===== config.mk =====
export PLATFORM = sky130hd
export DESIGN_NAME = ipi_core_regs
export DESIGN_NICKNAME = d
export VERILOG_FILES = /design/src/rtl/ipi_regs_pkg.sv /design/src/rtl/ipi_ctrl.sv /design/src/rtl/ipi_datapath.sv /design/src/rtl/ipi_core_regs.sv
export SDC_FILE = /design/constraint.sdc
export NUM_CORES = 1
export LEC_CHECK = 0
export BUFFER_PORTS_ARGS = -buffer_cell sky130_fd_sc_hd__clkbuf_2
export CORE_MARGIN = 1
export CORE_UTILIZATION = 53
export CTS_CLUSTER_SIZE = 8
export DETAILED_ROUTE_END_ITERATION = 8
export PLACE_DENSITY = 0.7
export SYNTH_ARGS = -nofsm -noshare
export SYNTH_HDL_FRONTEND = slang
export SYNTH_HIERARCHICAL = 1
export SYNTH_SLANG_ARGS = --single-unit
export TNS_END_PERCENT = 1

===== constraint.sdc =====
create_clock -name clk -period 1.8 [get_ports clk]
set_input_delay 0.09 -clock clk [delete_from_list [all_inputs] [get_ports clk]]
set_output_delay 0.09 -clock clk [all_outputs]
set_load 0.005 [all_outputs]

===== src/rtl/ipi_regs_pkg.sv =====
package ipi_regs_pkg;

  localparam logic [7:0] OFF_STATUS = 8'h00;
  localparam logic [7:0] OFF_ENABLE = 8'h04;
  localparam logic [7:0] OFF_SET    = 8'h08;
  localparam logic [7:0] OFF_CLEAR  = 8'h0C;
  localparam logic [7:0] MBOX_BASE  = 8'h20;

  typedef enum logic [1:0] {
    RD_ZERO   = 2'd0,
    RD_STATUS = 2'd1,
    RD_ENABLE = 2'd2,
    RD_MBOX   = 2'd3
  } rdSel_e;

  typedef struct packed {
    logic   enWr;
    logic   setWr;
    logic   clrWr;
    logic   mboxWr;
    rdSel_e rdSel;
  } strobe_t;

endpackage


===== src/rtl/ipi_ctrl.sv =====
module ipi_ctrl
  import ipi_regs_pkg::*;
#(
  parameter int MBOX_WORDS = 8,
  localparam int IDX_W = (MBOX_WORDS > 1) ? $clog2(MBOX_WORDS) : 1
) (
  input  logic             clk,
  input  logic             rstN,
  input  logic             busValid,
  input  logic             busWrite,
  input  logic [7:0]       offs,
  output strobe_t          strb,
  output logic [IDX_W-1:0] mboxIdx,
  output logic             errQ
);

  localparam logic [7:0] MBOX_LAST = 8'(32 + 4 * (MBOX_WORDS - 1));

  logic isMbox;
  logic errNext;

  assign isMbox = (offs >= MBOX_BASE) && (offs <= MBOX_LAST);

  always_comb begin
    strb       = '0;
    strb.rdSel = RD_ZERO;
    errNext    = 1'b0;
    mboxIdx    = '0;
    if (isMbox) begin
      mboxIdx = IDX_W'((offs - MBOX_BASE) >> 2);
    end
    if (busValid) begin
      if (offs == OFF_STATUS) begin
        if (busWrite) errNext = 1'b1;
        else          strb.rdSel = RD_STATUS;
      end else if (offs == OFF_ENABLE) begin
        if (busWrite) strb.enWr = 1'b1;
        else          strb.rdSel = RD_ENABLE;
      end else if (offs == OFF_SET) begin
        strb.setWr = busWrite;
      end else if (offs == OFF_CLEAR) begin
        strb.clrWr = busWrite;
      end else if (isMbox) begin
        if (busWrite) strb.mboxWr = 1'b1;
        else          strb.rdSel = RD_MBOX;
      end else begin
        errNext = 1'b1;
      end
    end
  end

  always_ff @(posedge clk or negedge rstN) begin
    if (!rstN) errQ <= 1'b0;
    else       errQ <= errNext;
  end

  AST_STROBE_ONEHOT: assert property (@(posedge clk) disable iff (!rstN)
    $onehot0({strb.enWr, strb.setWr, strb.clrWr, strb.mboxWr}));

  AST_ERR_NO_WRITE: assert property (@(posedge clk) disable iff (!rstN)
    errNext |-> !(strb.enWr || strb.setWr || strb.clrWr || strb.mboxWr));

  AST_IDLE_QUIET: assert property (@(posedge clk) disable iff (!rstN)
    !busValid |=> !errQ);

endmodule


===== src/rtl/ipi_datapath.sv =====
module ipi_datapath
  import ipi_regs_pkg::*;
#(
  parameter int DATA_W     = 32,
  parameter int MBOX_WORDS = 8,
  localparam int IDX_W = (MBOX_WORDS > 1) ? $clog2(MBOX_WORDS) : 1
) (
  input  logic              clk,
  input  logic              rstN,
  input  strobe_t           strb,
  input  logic [IDX_W-1:0]  mboxIdx,
  input  logic [DATA_W-1:0] wdata,
  output logic [DATA_W-1:0] rdataQ,
  output logic              irqQ
);

  logic [DATA_W-1:0] statusQ;
  logic [DATA_W-1:0] enableQ;
  logic [DATA_W-1:0] mboxQ [MBOX_WORDS];
  logic [DATA_W-1:0] statusSet;
  logic [DATA_W-1:0] statusClr;
  logic [DATA_W-1:0] rdNext;

  assign statusSet = statusQ | wdata;
  assign statusClr = statusQ & ~wdata;

  always_ff @(posedge clk or negedge rstN) begin
    if (!rstN) begin
      statusQ <= '0;
      enableQ <= '0;
      irqQ    <= 1'b0;
    end else begin
      if (strb.enWr) enableQ <= wdata;
      if (strb.setWr) begin
        statusQ <= statusSet;
        if ((statusSet & enableQ) != '0) irqQ <= 1'b1;
      end
      if (strb.clrWr) begin
        statusQ <= statusClr;
        if (statusClr == '0 && enableQ != '0) irqQ <= 1'b0;
      end
    end
  end

  always_ff @(posedge clk or negedge rstN) begin
    if (!rstN) begin
      for (int w = 0; w < MBOX_WORDS; w++) mboxQ[w] <= '0;
    end else if (strb.mboxWr) begin
      for (int w = 0; w < MBOX_WORDS; w++) begin
        if (mboxIdx == IDX_W'(w)) mboxQ[w] <= wdata;
      end
    end
  end

  always_comb begin
    unique case (strb.rdSel)
      RD_STATUS: rdNext = statusQ;
      RD_ENABLE: rdNext = enableQ;
      RD_MBOX:   rdNext = mboxQ[mboxIdx];
      default:   rdNext = '0;
    endcase
  end

  always_ff @(posedge clk or negedge rstN) begin
    if (!rstN) rdataQ <= '0;
    else       rdataQ <= rdNext;
  end

  AST_SET_RAISES: assert property (@(posedge clk) disable iff (!rstN)
    (strb.setWr && ((statusQ | wdata) & enableQ) != '0) |=> irqQ);

  AST_CLEAR_LOWERS: assert property (@(posedge clk) disable iff (!rstN)
    (strb.clrWr && (statusQ & ~wdata) == '0 && enableQ != '0) |=> !irqQ);

  AST_IRQ_HOLDS: assert property (@(posedge clk) disable iff (!rstN)
    (!strb.setWr && !strb.clrWr) |=> $stable(irqQ));

  AST_SET_KEEPS_BITS: assert property (@(posedge clk) disable iff (!rstN)
    strb.setWr |=> ((statusQ & $past(statusQ)) == $past(statusQ)));

  AST_WRITE_READS_ZERO: assert property (@(posedge clk) disable iff (!rstN)
    (strb.enWr || strb.setWr || strb.clrWr || strb.mboxWr) |=> rdataQ == '0);

endmodule


===== src/rtl/ipi_core_regs.sv =====
module ipi_core_regs
  import ipi_regs_pkg::*;
#(
  parameter int ADDR_W     = 8,
  parameter int DATA_W     = 32,
  parameter int MBOX_WORDS = 8
) (
  input  logic              clk,
  input  logic              rstN,
  input  logic              busValid,
  input  logic              busWrite,
  input  logic [ADDR_W-1:0] busAddr,
  input  logic [DATA_W-1:0] busWdata,
  output logic [DATA_W-1:0] busRdata,
  output logic              busErr,
  output logic              irqOut
);

  localparam int IDX_W = (MBOX_WORDS > 1) ? $clog2(MBOX_WORDS) : 1;

  strobe_t          strb;
  logic [IDX_W-1:0] mboxIdx;

  ipi_ctrl #(
    .MBOX_WORDS(MBOX_WORDS)
  ) uCtrl (
    .clk     (clk),
    .rstN    (rstN),
    .busValid(busValid),
    .busWrite(busWrite),
    .offs    (busAddr[7:0]),
    .strb    (strb),
    .mboxIdx (mboxIdx),
    .errQ    (busErr)
  );

  ipi_datapath #(
    .DATA_W    (DATA_W),
    .MBOX_WORDS(MBOX_WORDS)
  ) uDp (
    .clk    (clk),
    .rstN   (rstN),
    .strb   (strb),
    .mboxIdx(mboxIdx),
    .wdata  (busWdata),
    .rdataQ (busRdata),
    .irqQ   (irqOut)
  );

endmodule


After elaboration in Yosys (flattened, before gate mapping)
Cells that the tools add are included.

word-level totals
  bits in registers = 354
  input port bits = 44
  output and inout port bits = 34
  logic and storage cells = 83

cells by class
  add/sub/neg operators = 1
  order comparisons = 3
  eq/ne operators = 13
  multiplexer cells = 32
  bitwise logic cells = 5
  reduce and logical (&&, ||, !) cells = 16

operators with widths
  kind                                                                                  count
  32-bit two-way mux                                                                    4
  32-bit binary-select mux with 3-bit select                                            1
  32-bit case mux with 3 select lines                                                   1
  32-bit bitwise AND                                                                    2
  32-bit nonzero test                                                                   2
  32-bit logical NOT                                                                    1
  32-bit NOT                                                                            1
  32-bit bitwise OR                                                                     1
  8-bit by 4-bit equality test with 1-bit output (second input constant)                2
  2-bit AND reduction                                                                   8
  1-bit two-way mux                                                                     15
  3-bit equality test (second input constant)                                           4
  3-bit two-way mux                                                                     4
  8-bit by 3-bit equality test with 1-bit output (second input constant)                1
  8-bit by 6-bit greater-or-equal comparator with 1-bit output (second input constant)  1
  8-bit by 6-bit less-or-equal comparator with 1-bit output (second input constant)     1
  8-bit logical NOT                                                                     1
  2-bit two-way mux                                                                     4
  4-bit two-way mux                                                                     2
  3-bit by 2-bit equality test with 1-bit output (second input constant)                2
  6-bit two-way mux                                                                     1
  5-bit by 1-bit subtractor with 5-bit output (second input constant)                   1
  2-bit equality test (second input constant)                                           2
  4-bit greater-or-equal comparator (second input constant)                             1
  6 further kinds                                                                       7

Logic depth before layout (Yosys ltp)
Gate-level depths: netlist of run 1.

  depth in word-level cells = 11
  gate-level depth with buffers = 10

By module
Netlist of run 1, hierarchy kept.

by module, submodules not included
  module        instances  cells an instance  area each (µm²)  seq. area each (µm²)
  ipi_datapath  1          1140               15808.9          8833.5
  ipi_ctrl      1          27                 210.2            25.0

Least setup slack after synthesis of run 1
OpenSTA, ideal clock, no wires.

  path kind = input -> register
  from = input busAddr[1]
  to = register uDp/mboxQ[200] (netlist name)
  library setup time = 0.125 ns
  arrival = 1.975 ns
  data required time = 1.675 ns
  path slack = -0.300 ns
  stages on the path = 7
  buffers on the path = 1
  cell sequence = nor2_2 -> o211ai_2 -> nor3b_1 -> nand2b_2 -> nor3b_2 -> buf_4 -> mux2_2

RTL lines
  item                             RTL line             text
  from (decl)                      ipi_core_regs.sv:12  input logic [ADDR_W-1:0] busAddr,
  to (signal, indexed assignment)  ipi_datapath.sv:50   if (mboxIdx == IDX_W'(w)) mboxQ[w] <= wdata;
  to (decl)                        ipi_datapath.sv:19   logic [DATA_W-1:0] mboxQ [MBOX_WORDS];

==> impl_metrics.py, run 1 <==
metrics = {
    "timing": {
        "min_period_ns": 1.79,
        "setup_viol": 0,
        "worst_clock_skew_ns": 0.0102,
        "hold_slack_ns": 0.0393,
        "fin_ws_ns": 0.00870,
        "fmax_mhz": 558,
        "hold_viol": 0,
        "relSlewSlack": 0.647,
        "tns_ns": 0,
        "finalMaxSlewViolations": 0,
        "rsz0062_at_grt": "true",
        "finalCritPeriodShare": 0.995,
        "worst_slew_pin_slew_ns": 0.529,
    },
    "finish": {
        "utilization": 0.665,
        "nFillCells": 2108,
        "syn_to_final_growth_pct": 23.4,
        "layout-drive-gt1-share": 0.447,
        "nets": 1418,
        "final_area_um2": 19800,
    },
    "grt": {
        "grt_use_total": 0.284,
        "antenna_found_initial": 1,
        "overflow": 0,
        "grt_pass1_wl_um": 66300,
        "grt_max_degree": 66,
        "first_global_vias": 11300,
    },
    "floorplanning": {
        "die_h_um": 176,
        "rows": 63,
        "core_um2": 29700,
        "ios": 78,
        "die_x_um": 176,
        "die-area_um2": 30900,
        "initial_core_util": 0.539,
    },
    "min_path": {
        "worstHoldPathCells": 4,
        "hp-class": "input pin to flip-flop",
    },
    "critical_path": {
        "worstRegToRegCells": 5,
        "cp.required_ns": 2.21,
        "criticalPathCategory": "flip-flop to flip-flop",
        "cp-end-kind": "flip-flop",
        "cp-start-kind": "flip-flop",
        "cp.arrival_ns": 2.20,
        "crit_path_max_fanout": 3,
    },
    "place": {
        "port_buffers": 77,
        "dpl_cell_area_um2": 18000,
        "pre_cts_ws_ns": -0.425,
        "hpwl_um": 27900,
        "place.gp.congestion": 0.843,
    },
    "synthesis": {
        "synth_ff_type": "dfrtp_1",
        "synth_nets": 1211,
        "ys_seq_area_frac": 0.553,
        "synth_area_um2": 16000,
        "yosysWarningCount": 6,
        "ys_ff_latch": 354,
        "synth_edf_count": 0,
        "async_flop_share": 1.00,
        "syn_area_per_cell_um2": 13.7,
        "synth.distinct_cells": 46,
        "synthCells": 1167,
    },
    "drt": {
        "vias": 10800,
        "detail_route.iter0.violations": 786,
        "firstDrtPassIters": 7,
        "wl_met2_um": 20000,
        "via_per_inst": 6.10,
        "wl_um": 41800,
        "wl_met3_um": 2410,
        "route.detailed.drc": 0,
        "wl_met1_um": 18300,
        "drt-wirelength-per-cell_um": 23.6,
        "detail-route-antenna-nets": 0,
        "top_layer": "met4",
    },
    "power": {
        "p_per_area_nw_per_um2": 932,
        "ir_worst_vdd_uv": 715,
        "p_leak_nw": 9.59,
    },
    "cts": {
        "clk_latency_ns": 0.55,
        "cts_max_level": 2,
        "cts.sinks": 354,
        "clkSlewWorstSetupHoldPaths_ns": 0.05,
        "cts_tree": "built",
        "cts_root_buffer": "clkbuf_16",
        "cts_buffers": 50,
        "cts.path.max_buffers": 3,
    },
    "run": {
        "drv_cap": 0,
    },
    "outcome": {
        "status": "finished, final reports clean",
    },
}
## repair_timing
action | in CTS | in global routing
setup endpoints to repair | 1 | 1
pin swaps | 5 | 1
setup buffers | 1 | 0
hold buffers | 35 | 0
resized for setup | 18 | 6
hold endpoints to repair | 466 | 0
## worst paths after layout
kind | end | from | slack (ns)
min | uCtrl/errQ$_DFF_PN0_ | busValid | 0.04
max | uDp/irqQ$_DFF_PN0_ | flip-flop | 0.009
min reg2reg | uDp/mboxQ[144]$_DFFE_PN0P_ | uDp/mboxQ[144]$_DFFE_PN0P_ | 0.48
max in group asynchronous | uDp/rdataQ[21]$_DFF_PN0_ | rstN | 1.04
max reg2reg | uDp/irqQ$_DFF_PN0_ | flip-flop | 0.009
min in group asynchronous | uDp/enableQ[0]$_DFFE_PN0P_ | rstN | 0.07
## cells in the final DEF, fill, tap and decap left out, drive strengths merged, types with 14 or more instances in the layout
master	count
dfrtp	354
mux2	256
buf	142
clkbuf	128
a21oi	99
o21ai	96
mux4	64
nand2	36
dlygate4sd3	35
mux2i	32
a21o	32
inv	20
nor2b	14
## per-stage QoR
step | total power [mW] | instances
final | 18.4 | 1768
after global routing | 19.1 | 1768
after CTS | 18.6 | 1767
after detailed placement | 10.1 | 1677
after global placement | 10.1 | 1677
after floorplan | 9.40 | 1167
## cell type report
| cell class | instances | area (µm²) | share of cell area |
|---|---|---|---|
| repair buffers | 253 | 2240 | 0.113 |
| multi-input cells | 697 | 6760 | 0.342 |
| diodes | 1 | 2.50 | 0.000127 |
| well taps | 390 | 488 | 0.0247 |
| clock buffers | 52 | 1290 | 0.0653 |
| inverters | 18 | 67.6 | 0.00342 |
| clock inverters | 3 | 58.8 | 0.00298 |
| flip-flops and latches | 354 | 8860 | 0.448 |
## registers in the layout, summed over array words and instances, names as in the netlist, named ones only
| register | count |
|---|---|
| uCtrl/errQ | 1 |
| uDp/enableQ | 32 |
| uDp/rdataQ | 32 |
| uDp/mboxQ | 256 |
| uDp/irqQ | 1 |
## worst max-delay path, stage by stage (launching register included)
cell and delay, ns:
dfrtp_1 0.39, buf_4 0.15, a222oi_1 0.51, o2111ai_1 0.27
nor4_2 0.26, a211oi_2 0.07
## layer usage
| layer | GRT usage | up-vias |
|---|---|---|
| met5 | 0 | - |
| met4 | 0.0938 | 0 |
| met3 | 0.0500 | 74 |
| met2 | 0.449 | 357 |
| met1 | 0.400 | 5641 |
| li1 | - | 4707 |
## kinds of logic (layout without fill, tap and decap cells)
| group | count (synthesis) | in the layout | synth area share |
|---|---|---|---|
| flops | 354 | 354 | 0.553 |
| mux | 352 | 352 | 0.290 |
| compound gates | 243 | 243 | 0.0847 |
| buf+inv | 116 | 326 | 0.0351 |
| simple gates | 102 | 102 | 0.0373 |
| other cells | 0 | 1 | 0 |
## power by group
group,switching [mW],internal [mW],leakage [nW]
clock,3.22,5.14,0.664
sequential,0.181,8.30,4.88
combinational,0.755,0.832,4.05
total,4.16,14.3,9.59
## cells in the mapped netlist (3+ instances only)
cell type | n | area [µm²]
dfrtp_1 | 354 | 8860
mux2_2 | 248 | 2790
a21oi_1 | 99 | 495
o21ai_0 | 95 | 475
mux4_2 | 64 | 1440
clkbuf_1 | 49 | 184
nand2_1 | 35 | 131
a21o_1 | 32 | 240
mux2i_1 | 32 | 320
buf_2 | 29 | 145
inv_1 | 18 | 67.6
nor2b_1 | 14 | 87.6
nand4_1 | 11 | 68.8
buf_4 | 10 | 75.1
nor4_1 | 9 | 56.3
mux2_1 | 8 | 90.1
buf_6 | 7 | 78.8
nand3_1 | 5 | 25.0
nor2_1 | 4 | 15.0
o22ai_1 | 4 | 25.0
a2111oi_0 | 3 | 26.3
buf_1 | 3 | 11.3
nand2b_1 | 3 | 18.8
nand4b_1 | 3 | 26.3
No activity file was read; power rests on OpenSTA's default activity.
==> run 2, diff against run 1 <==
--- a/config.mk
+++ b/config.mk
@@ -5,7 +5,9 @@
 export SDC_FILE = /design/constraint.sdc
 export NUM_CORES = 1
 export LEC_CHECK = 0
+export ABC_AREA = 1
 export BUFFER_PORTS_ARGS = -buffer_cell sky130_fd_sc_hd__clkbuf_2
+export CAP_MARGIN = 20
 export CORE_MARGIN = 1
 export CORE_UTILIZATION = 53
 export CTS_CLUSTER_SIZE = 8
==> run 2 against run 1 <==
  * Power shrank 2.4%
  * Global-route usage grew 3.5 points
  * Design area shrank 4.6%
  * Sequential power grew 0.5%
  * Core utilization shrank 0.98 points
  * Via count grew 27%
  * Count of clock-buffer cells in the layout shrank 2
  * Register-to-register slack gained 0.35 ns
==> impl_metrics.py, run 2 <==
metrics = {
    "power": {
        "pwr-share-seq": 0.474,
        "p_leak_nw": 8.83,
        "switching_share": 0.238,
        "pwr-share-comb": 0.075,
        "ir_worst_vdd_uv": 707,
        "p_clk_frac": 0.451,
        "p_per_area_nw_per_um2": 953,
        "power.internal_mw": 13.7,
        "p_switching_mw": 4.28,
    },
    "floorplanning": {
        "rows": 62,
        "initial_core_util": 0.542,
        "die-area_um2": 30100,
        "core_um2": 28800,
        "ios": 78,
        "die_x_um": 173,
        "die_h_um": 173,
    },
    "cts": {
        "cts_tree": "built",
        "clkSlewWorstSetupHoldPaths_ns": 0.05,
        "cts.path.max_buffers": 3,
        "cts_max_level": 2,
        "cts_buffers": 50,
        "cts_setup_buffers": 0,
        "cts.sinks": 354,
        "cts_root_buffer": "clkbuf_16",
        "clk_latency_ns": 0.56,
    },
    "grt": {
        "grt_use_total": 0.319,
        "grt_max_degree": 112,
        "grt_pass1_wl_um": 74300,
        "overflow": 0,
        "antenna_found_initial": 1,
        "first_global_vias": 13500,
    },
    "drt": {
        "route.detailed.drc": 0,
        "drt-wirelength-per-cell_um": 19.9,
        "via_per_inst": 5.83,
        "detail_route.iter0.violations": 1438,
        "detail-route-antenna-nets": 0,
        "wl_um": 47000,
        "vias": 13700,
        "firstDrtPassIters": 5,
    },
    "finish": {
        "layout-drive-gt1-share": 0.143,
        "syn_to_final_growth_pct": 21.0,
        "n_antenna_cell": 0,
        "reg_top3": "uDp/mboxQ (256), uDp/enableQ (32), uDp/rdataQ (32)",
        "layout_common_cells": "nand2_1 (479), dfrtp_1 (354), o21ai_0 (250)",
        "largest_reg_flops": 256,
        "mostFrequentLayoutCell": "nand2_1",
        "nets": 2015,
        "stdcell_count": 2356,
        "regMostFlops": "uDp/mboxQ",
        "final_area_um2": 18900,
    },
    "timing": {
        "fmax_mhz": 566,
        "relSlewSlack": 0.240,
        "setup_viol": 0,
        "tns_ns": 0,
        "worst_slew_pin_slew_ns": 1.14,
        "worst_clock_skew_ns": 0.0200,
        "finalCritPeriodShare": 0.982,
        "hold_viol": 0,
        "finalMaxSlewViolations": 0,
        "min_period_ns": 1.77,
        "rsz0062_at_grt": "true",
    },
    "critical_path": {
        "regToRegEndpoint": "uDp/irqQ$_DFF_PN0_",
        "r2r_slack_ns": 0.36,
        "crit_path_top_delay_cell": "nor2_4",
        "worstRegToRegCells": 8,
        "cpPeakStageDelay_ns": 0.87,
        "endpoint": "uDp/rdataQ[30]$_DFF_PN0_",
        "crit_chain": "clkbuf_2, inv_1, nand2_1, nand3_2, nand2_2, nor2_2, nor2_4, buf_4, nand2_1, a41oi_1, o21ai_1, buf_4, nand2_1",
        "criticalPathCategory": "input pin to flip-flop",
        "crit_start": "busAddr[0]",
        "cp.required_ns": 2.29,
        "cp-end-kind": "flip-flop",
        "crit_top_cell": "nand2_1",
        "cp-start-kind": "input pin",
        "cp.arrival_ns": 2.26,
        "crit_path_max_fanout": 34,
    },
    "place": {
        "dpl_cell_area_um2": 17200,
        "place.gp.congestion": 0.976,
        "place_inst": 2273,
        "hpwl_um": 31000,
        "port_buffers": 77,
    },
    "synthesis": {
        "ys_seq_area_frac": 0.568,
        "synth_ff_type": "dfrtp_1",
        "synth_edf_count": 0,
        "synth_nets": 1857,
        "synth_commonest_cells": "nand2_1 (481), dfrtp_1 (354), o21ai_0 (251), inv_1 (150), o21ai_1 (117)",
        "synth.area.top_cells": "dfrtp_1 (57%), nand2_1 (12%), o21ai_0 (8.1%)",
        "async_flop_share": 1.00,
        "yosysWarningCount": 6,
        "synth_most_common_cell": "nand2_1",
        "ys_ff_latch": 354,
        "synth_area_um2": 15600,
        "synth_top_area_cell": "dfrtp_1",
        "synth_top_area_share": 0.568,
        "synthCells": 1813,
        "syn_area_per_cell_um2": 8.60,
        "synth.distinct_cells": 31,
    },
    "min_path": {
        "hp-class": "input pin to flip-flop",
        "hp-start": "busWdata[23]",
    },
    "run": {
        "drv_cap": 0,
    },
    "outcome": {
        "status": "finished, final reports clean",
    },
}
## run 2: cell count changes after synthesis, sizes merged, moves of 35 or more
cell   delta
mux4     -64
a21oi    -43
nand2   +456
nand3    +35
o21ai   +272
nor2     +70
mux2    -256
inv     +134
a22oi    +62
## run 2: cells by family after synthesis
family / count (synthesis) / synth area share
AO/OA/AOI/OAI: 540 / 0.193
buffers and inverters: 274 / 0.0689
flip-flops: 354 / 0.568
AND/OR/NAND/NOR: 645 / 0.170
## run 2: timing repair
| action | CTS | global route |
|---|---|---|
| endpoints found under the setup margin | 0 | 85 |
| endpoints found under the hold margin | 383 | 0 |
| gates resized for setup | 0 | 8 |
| hold buffers | 30 | 0 |
## run 2: final cells by class
class                   instances  area [µm²]
clock buffers                  50        1250
clock inverters                 3        45.0
fillers                      2375        9920
inverters                     155         583
multi-input cells            1185        5680
flip-flops and latches        354        8860
well taps                     384         480
repair buffers                225        1960
## run 2: worst min-delay path by stage
stage,end,slack (ns),cells past startpoint
final,uDp/mboxQ[87]$_DFFE_PN0P_,0.002,3
after global routing,uDp/mboxQ[191]$_DFFE_PN0P_,0.03,3
after CTS,uDp/enableQ[31]$_DFFE_PN0P_,0.005,3
after detailed placement,uDp/mboxQ[204]$_DFFE_PN0P_,0.16,2
after global placement,uDp/mboxQ[165]$_DFFE_PN0P_,0.16,2
after floorplan,uCtrl/errQ$_DFF_PN0_,-0.21,0
## run 2: metrics by stage
| step | hold slack, ns | utilization | setup WS (ns) | total power [mW] |
|---|---|---|---|---|
| after floorplan | -0.206 | - | 0.0716 | 9.27 |
| after global placement | 0.163 | 0.599 | -0.467 | 9.88 |
| after detailed placement | 0.157 | 0.599 | -0.501 | 9.92 |
| after CTS | 0.00453 | 0.654 | 0.0268 | 18.1 |
| after global routing | 0.0273 | 0.655 | -0.0947 | 18.6 |
| final | 0.00237 | 0.655 | 0.0327 | 18.0 |
## run 2: power by group through the flow
stage / logic [mW] / registers (mW) / clock network (mW)
CTS: 1.35 / 8.51 / 8.21
detailed placement: 1.29 / 8.63 / 0
finish: 1.36 / 8.52 / 8.10
global route: 1.53 / 8.55 / 8.53
global placement: 1.25 / 8.62 / 0
floorplan: 0.701 / 8.57 / 0
## run 2: worst max-delay path: cells and delay by family
kind                   cells  cell delay [ns]
AOI/OAI and AO/OA          2             0.29
and+or+nand+nor            7             1.30
buffers and inverters      4             0.56
## run 2: routing by layer
layer  up-vias  wire (µm)  GRT usage
li1       6315          -          -
met4         0       1850      0.135
met2       646      22400      0.512
met1      6666      19100      0.427
met5         -          0          0
met3        98       3710     0.0592
